**src/rtl/pit_pkg.sv**
```systemverilog
package pit_pkg;
  localparam int RATE_W      = 3;
  localparam int MIN_TAP     = 8;
  localparam int NUM_RATES   = 1 << RATE_W;
  localparam int CNT_W       = MIN_TAP + NUM_RATES - 1;
  localparam int WAKE_CYCLES = 1024;
  localparam int WAKE_W      = $clog2(WAKE_CYCLES + 1);
  localparam int SYS_DIV_W   = 2;

  typedef struct packed {
    logic [RATE_W-1:0] tap;
  } pitCtrl_t;
endpackage

```
**src/rtl/pit_datapath.sv**
```systemverilog
module pit_datapath
  import pit_pkg::*;
#(
  parameter int P_CNT_W   = CNT_W,
  parameter int P_MIN_TAP = MIN_TAP,
  parameter int P_RATES   = NUM_RATES,
  parameter int P_DIV_W   = SYS_DIV_W
) (
  input  logic       clk,
  input  logic       rst,
  input  logic [1:0] srcSel,
  input  logic       rtcIsSysClk,
  input  logic       rtcTick,
  input  logic       wdtTick,
  input  pitCtrl_t   ctrl,
  output logic       evtRaw
);
  localparam logic [P_DIV_W-1:0] DIV_LAST = '1;

  logic [P_DIV_W-1:0] sysPhase;
  logic               sysTick;
  logic               tick;
  logic [P_CNT_W-1:0] cnt;
  logic [P_CNT_W-1:0] cntNext;
  logic [P_CNT_W-1:0] tapMask [P_RATES];

  // quarter-rate system tick, free running
  always_ff @(posedge clk) begin
    if (rst) sysPhase <= '0;
    else     sysPhase <= sysPhase + 1'b1;
  end
  assign sysTick = (sysPhase == DIV_LAST);

  // source mux
  always_comb begin
    if (rtcIsSysClk) tick = rtcTick;
    else begin
      unique case (srcSel)
        2'b00:   tick = rtcTick;
        2'b01:   tick = wdtTick;
        default: tick = sysTick;
      endcase
    end
  end

  // one low-bit mask per prescaler tap
  for (genvar g = 0; g < P_RATES; g++) begin : g_tap
    localparam logic [P_CNT_W:0] LIM =
      ((P_CNT_W+1)'(1) << (P_MIN_TAP + g)) - (P_CNT_W+1)'(1);
    assign tapMask[g] = LIM[P_CNT_W-1:0];
  end

  assign cntNext = cnt + 1'b1;

  always_ff @(posedge clk) begin
    if (rst)       cnt <= '0;
    else if (tick) cnt <= cntNext;
  end

  assign evtRaw = tick && ((cntNext & tapMask[ctrl.tap]) == '0);
endmodule

```
**src/rtl/pit_control.sv**
```systemverilog
module pit_control
  import pit_pkg::*;
#(
  parameter int P_RATE_W = RATE_W,
  parameter int P_WAKE   = WAKE_CYCLES,
  parameter int P_WAKE_W = WAKE_W
) (
  input  logic                clk,
  input  logic                rst,
  input  logic                rateWr,
  input  logic [P_RATE_W-1:0] rateIn,
  input  logic                ack,
  input  logic                wake,
  input  logic                evtRaw,
  output pitCtrl_t            ctrl,
  output logic                irqPulse,
  output logic                irqFlag,
  output logic                wakeBusy
);
  localparam logic [P_WAKE_W-1:0] WAKE_LOAD = P_WAKE_W'(P_WAKE);

  logic [P_RATE_W-1:0] pendRate;
  logic [P_RATE_W-1:0] actRate;
  logic [P_WAKE_W-1:0] wakeCnt;
  logic                blank;
  logic                deliver;

  assign wakeBusy = (wakeCnt != '0);
  assign blank    = wake || wakeBusy;
  assign deliver  = evtRaw && !blank;

  // rate registers: staged write, applied on an event
  always_ff @(posedge clk) begin
    if (rst) begin
      pendRate <= '0;
      actRate  <= '0;
    end else begin
      if (rateWr) pendRate <= rateIn;
      if (evtRaw) actRate  <= rateWr ? rateIn : pendRate;
    end
  end

  // wake-up blanking window
  always_ff @(posedge clk) begin
    if (rst)           wakeCnt <= '0;
    else if (wake)     wakeCnt <= WAKE_LOAD;
    else if (wakeBusy) wakeCnt <= wakeCnt - 1'b1;
  end

  // pulse and sticky flag
  always_ff @(posedge clk) begin
    if (rst) begin
      irqPulse <= 1'b0;
      irqFlag  <= 1'b0;
    end else begin
      irqPulse <= deliver;
      irqFlag  <= deliver || (irqFlag && !ack);
    end
  end

  assign ctrl.tap = actRate;
endmodule

```
**src/rtl/pit_timer.sv**
```systemverilog
module pit_timer
  import pit_pkg::*;
(
  input  logic              clk,
  input  logic              rst,
  input  logic [1:0]        srcSel,
  input  logic              rtcIsSysClk,
  input  logic              rtcTick,
  input  logic              wdtTick,
  input  logic              rateWr,
  input  logic [RATE_W-1:0] rateIn,
  input  logic              ack,
  input  logic              wake,
  output logic              irqPulse,
  output logic              irqFlag
);
  pitCtrl_t ctrl;
  logic     evtRaw;
  logic     wakeBusy;

  pit_datapath u_dp (
    .clk        (clk),
    .rst        (rst),
    .srcSel     (srcSel),
    .rtcIsSysClk(rtcIsSysClk),
    .rtcTick    (rtcTick),
    .wdtTick    (wdtTick),
    .ctrl       (ctrl),
    .evtRaw     (evtRaw)
  );

  pit_control u_ctl (
    .clk     (clk),
    .rst     (rst),
    .rateWr  (rateWr),
    .rateIn  (rateIn),
    .ack     (ack),
    .wake    (wake),
    .evtRaw  (evtRaw),
    .ctrl    (ctrl),
    .irqPulse(irqPulse),
    .irqFlag (irqFlag),
    .wakeBusy(wakeBusy)
  );
endmodule

```
**config.mk**
```make
export PLATFORM = sky130hd
export DESIGN_NAME = pit_timer
export DESIGN_NICKNAME = d
export VERILOG_FILES = /design/src/rtl/pit_pkg.sv /design/src/rtl/pit_datapath.sv /design/src/rtl/pit_control.sv /design/src/rtl/pit_timer.sv
export SDC_FILE = /design/constraint.sdc
export NUM_CORES = 1
export LEC_CHECK = 0
export ABC_CLOCK_PERIOD_IN_PS = 5700
export BUFFER_PORTS_ARGS = -buffer_cell sky130_fd_sc_hd__buf_4
export CORE_MARGIN = 10
export CORE_UTILIZATION = 30
export CTS_BUF_LIST = sky130_fd_sc_hd__clkbuf_2 sky130_fd_sc_hd__clkbuf_4 sky130_fd_sc_hd__clkbuf_8
export DETAILED_ROUTE_END_ITERATION = 6
export SKIP_CTS_REPAIR_TIMING = 1
export SLEW_MARGIN = 30
export SYNTH_ARGS = -nofsm -noshare
export SYNTH_HDL_FRONTEND = slang
export SYNTH_SLANG_ARGS = --single-unit
```
**constraint.sdc**
```tcl
create_clock -name clk -period 5.7 [get_ports clk]
set_input_delay 0.285 -clock clk [delete_from_list [all_inputs] [get_ports clk]]
set_output_delay 0.285 -clock clk [all_outputs]
set_load 0.01 [all_outputs]
```
==> flow_metrics.py <==
metrics = {
    "route": {
        "num_vias": 1396,
        "drt_pass1_iterations": 4,
        "final_antenna_net_count": 0,
        "wl_per_cell_um": 12.0,
        "drtIter0Drc": 69,
        "via_per_inst": 4.81,
        "routed_wl_mm": 3.48,
        "drc": 0,
    },
    "critical_path": {
        "max_stage_delay_ns": 0.44,
        "r2r_end": "u_ctl.ctrl[1]",
        "end_kind": "flip-flop",
        "r2r_cells": 6,
        "worstPathArrival_ns": 2.54,
        "critical_path_class": "flip-flop to flip-flop",
        "cp_top_family": "simple AND/OR/NAND/NOR gates",
        "cp_max_fo": 7,
        "critPathBufInv": 0,
        "rrSetupSlack_ns": 3.34,
        "crit_chain": "and4_1 -> nand4_4 -> o31a_1 -> o2111ai_2 -> nor4b_4 -> mux2_1",
        "critical_path_depth": 6,
        "worstSetupStartpointType": "flip-flop",
        "critical_path.slowest_cell": "dfxtp_1",
        "required_ns": 5.88,
        "reg2reg_from": "u_dp.cnt[3]",
    },
    "power": {
        "pwr-share-comb_pct": 36.8,
        "pwr-share-seq_pct": 39.5,
        "ir_worst_vdd_mv": 0.271,
        "power_frac_clock_pct": 23.7,
        "internal_power_w": 0.000526,
        "power.total_w": 0.000813,
        "leakagePower_nw": 0.776,
        "power_density_mw_per_mm2": 394,
        "p_sw_w": 0.000286,
        "swShare_pct": 35.2,
    },
    "yosys": {
        "synth_edf_count": 0,
        "yosys_warnings": 0,
        "synth_fp_nets": 216,
        "syn_inst": 200,
        "syn_area_per_cell_um2": 8.92,
        "ys_types": 45,
        "synthArstFlopShare_pct": 0,
        "yosysSeqAreaShare_pct": 40.4,
        "netlist_area_mm2": 0.00178,
        "ys.flop_type": "dfxtp_1",
        "ys_ff_latch": 36,
    },
    "global_routing": {
        "grt_pass1_wl_mm": 5.83,
        "grt_pass1_vias": 1319,
        "antenna_found_initial": 0,
        "grt_max_degree": 27,
        "overflow": 0,
        "grt_use_total_pct": 7.29,
    },
    "timing": {
        "setup_violations": 0,
        "slew_headroom_pct": 54.5,
        "skew_ns": 0.00673,
        "period_needed_ns": 2.36,
        "report.final.slew_viol_count": 0,
        "finalCritPeriodShare_pct": 41.4,
        "hold_viol": 0,
        "max_freq_mhz": 424,
        "setup-tns-final_ns": 0,
        "worstMarginPinSlew_ns": 0.683,
        "rsz0062_at_grt": "no",
    },
    "cells_and_area": {
        "fill_cells": 601,
        "layout.nets": 230,
        "num_antenna_cells": 0,
        "regArea_um2": 721,
        "multi_input_area_mm2": 0.00103,
        "syn_to_final_growth_pct": 15.6,
        "drive_gt1_share_pct": 13.5,
        "layout_common_cells": "nor2_1, dfxtp_1, buf_4",
    },
    "min_path": {
        "min_from": "wake",
        "hold_path_depth": 3,
        "min_to": "u_ctl.wakeCnt[10]",
        "min_path_type": "input port to flip-flop",
    },
    "cts": {
        "root_buffer": "clkbuf_8",
        "clock_path_buffers": 2,
        "cts.reportedPaths.clkPinSlew_ns": 0.07,
        "cts_buffers": 5,
        "cts_htree_levels": 2,
        "clock_latency_ns": 0.29,
        "cts.sinks": 36,
        "cts_tree": "yes",
    },
    "flow_run": {
        "cap_violations": 0,
    },
    "floorplan": {
        "boundaryPins": 15,
        "die_h_um": 97.1,
        "design.die.area_mm2": 0.00943,
        "core_area_mm2": 0.00585,
        "start_util_pct": 30.5,
        "die-width_um": 97.1,
        "rows": 28,
    },
    "placement": {
        "io_buffers": 14,
        "place_hpwl_mm": 2.45,
        "gp_congestion": 0.802,
    },
    "run_status": {
        "status": "completed",
    },
}
-- worst reg2reg max path, stage by stage (launching register included) --
cell	delay, ns
dfxtp_1	0.44
and4_1	0.39
nand4_4	0.16
o31a_1	0.33
o2111ai_2	0.23
nor4b_4	0.35
mux2_1	0.36
-- cell type report --
type,count,area share [%]
clock inverter,1,0.364
timing repair buffer,14,5.09
multi-input combinational,153,50.0
sequential,36,34.9
tap,75,4.55
clock buffer,7,4.37
inverter,4,0.728
-- cell usage after synthesis (4+ instances only) --
cell / instances / share of area (%)
xnor2_1: 11 / 5.4
nand3_1: 8 / 2.2
nand2_1: 9 / 1.9
dfxtp_1: 36 / 40
nor4_1: 5 / 1.8
mux2i_1: 4 / 2.2
nand4_1: 4 / 1.4
nor2_1: 36 / 7.6
nor2b_1: 6 / 2.1
o21ai_0: 5 / 1.4
a21oi_1: 5 / 1.4
nor3_1: 8 / 2.2
xor2_1: 13 / 6.4
inv_1: 4 / 0.84
-- stage by stage --
step	utilization [%]	instance area [µm²]	hold slack [ns]	instances	setup slack (ns)
2_1_floorplan	-	1780	0.367	200	3.60
3_3_place_gp	33.4	1950	0.410	282	3.27
3_5_place_dp	33.6	1970	0.418	282	3.32
4_1_cts	35.3	2060	0.214	290	3.33
5_1_grt	35.3	2060	0.233	290	3.15
6_report	35.3	2060	0.223	290	3.34
-- logic make-up after synthesis --
group                      after synthesis  synth area share (%)
and+or+nand+nor                         97                  29.9
AOI/OAI and AO/OA                       22                  8.84
buffers and inverters                   11                  2.87
DFF                                     36                  40.4
xor gates and xnor gates                24                  11.8
muxes                                    7                  4.14
adders and majority gates                3                  2.10
-- sequential cells by signal, indices dropped and copies added, names as in the netlist --
name	count
u_ctl.wakeCnt	11
u_ctl.pendRate	3
u_dp.cnt	15
u_ctl.irqFlag	1
u_ctl.ctrl	3
u_ctl.irqPulse	1
u_dp.sysPhase	2
-- layer usage --
metal	track usage, %	wire [µm]	vias to the layer above
met1	8.38	1680	638
met5	0	0	-
li1	-	-	735
met3	2.56	140	6
met2	11.9	1620	17
met4	3.06	45	0
-- worst max-delay path by stage --
stage	slack, ns	start	end
2_1_floorplan	3.60	u_dp.cnt[0]	u_ctl.ctrl[0]
3_3_place_gp	3.27	u_dp.sysPhase[0]	u_ctl.ctrl[1]
3_5_place_dp	3.32	rtcIsSysClk	u_ctl.ctrl[2]
4_1_cts	3.33	u_dp.cnt[0]	u_ctl.ctrl[1]
5_1_grt	3.15	u_dp.cnt[0]	u_ctl.ctrl[0]
6_report	3.34	u_dp.cnt[3]	u_ctl.ctrl[1]
-- power by group through the flow --
stage | combinational [W] | sequential, W | clock (W)
finish | 0.000299 | 0.000321 | 0.000193
floorplan | 0.000246 | 0.000321 | 0
detailed placement | 0.000296 | 0.000327 | 0
global route | 0.000338 | 0.000327 | 0.000209
CTS | 0.000305 | 0.000321 | 0.000202
global placement | 0.000293 | 0.000326 | 0
Note: power is estimated with default switching activity, not from simulation.
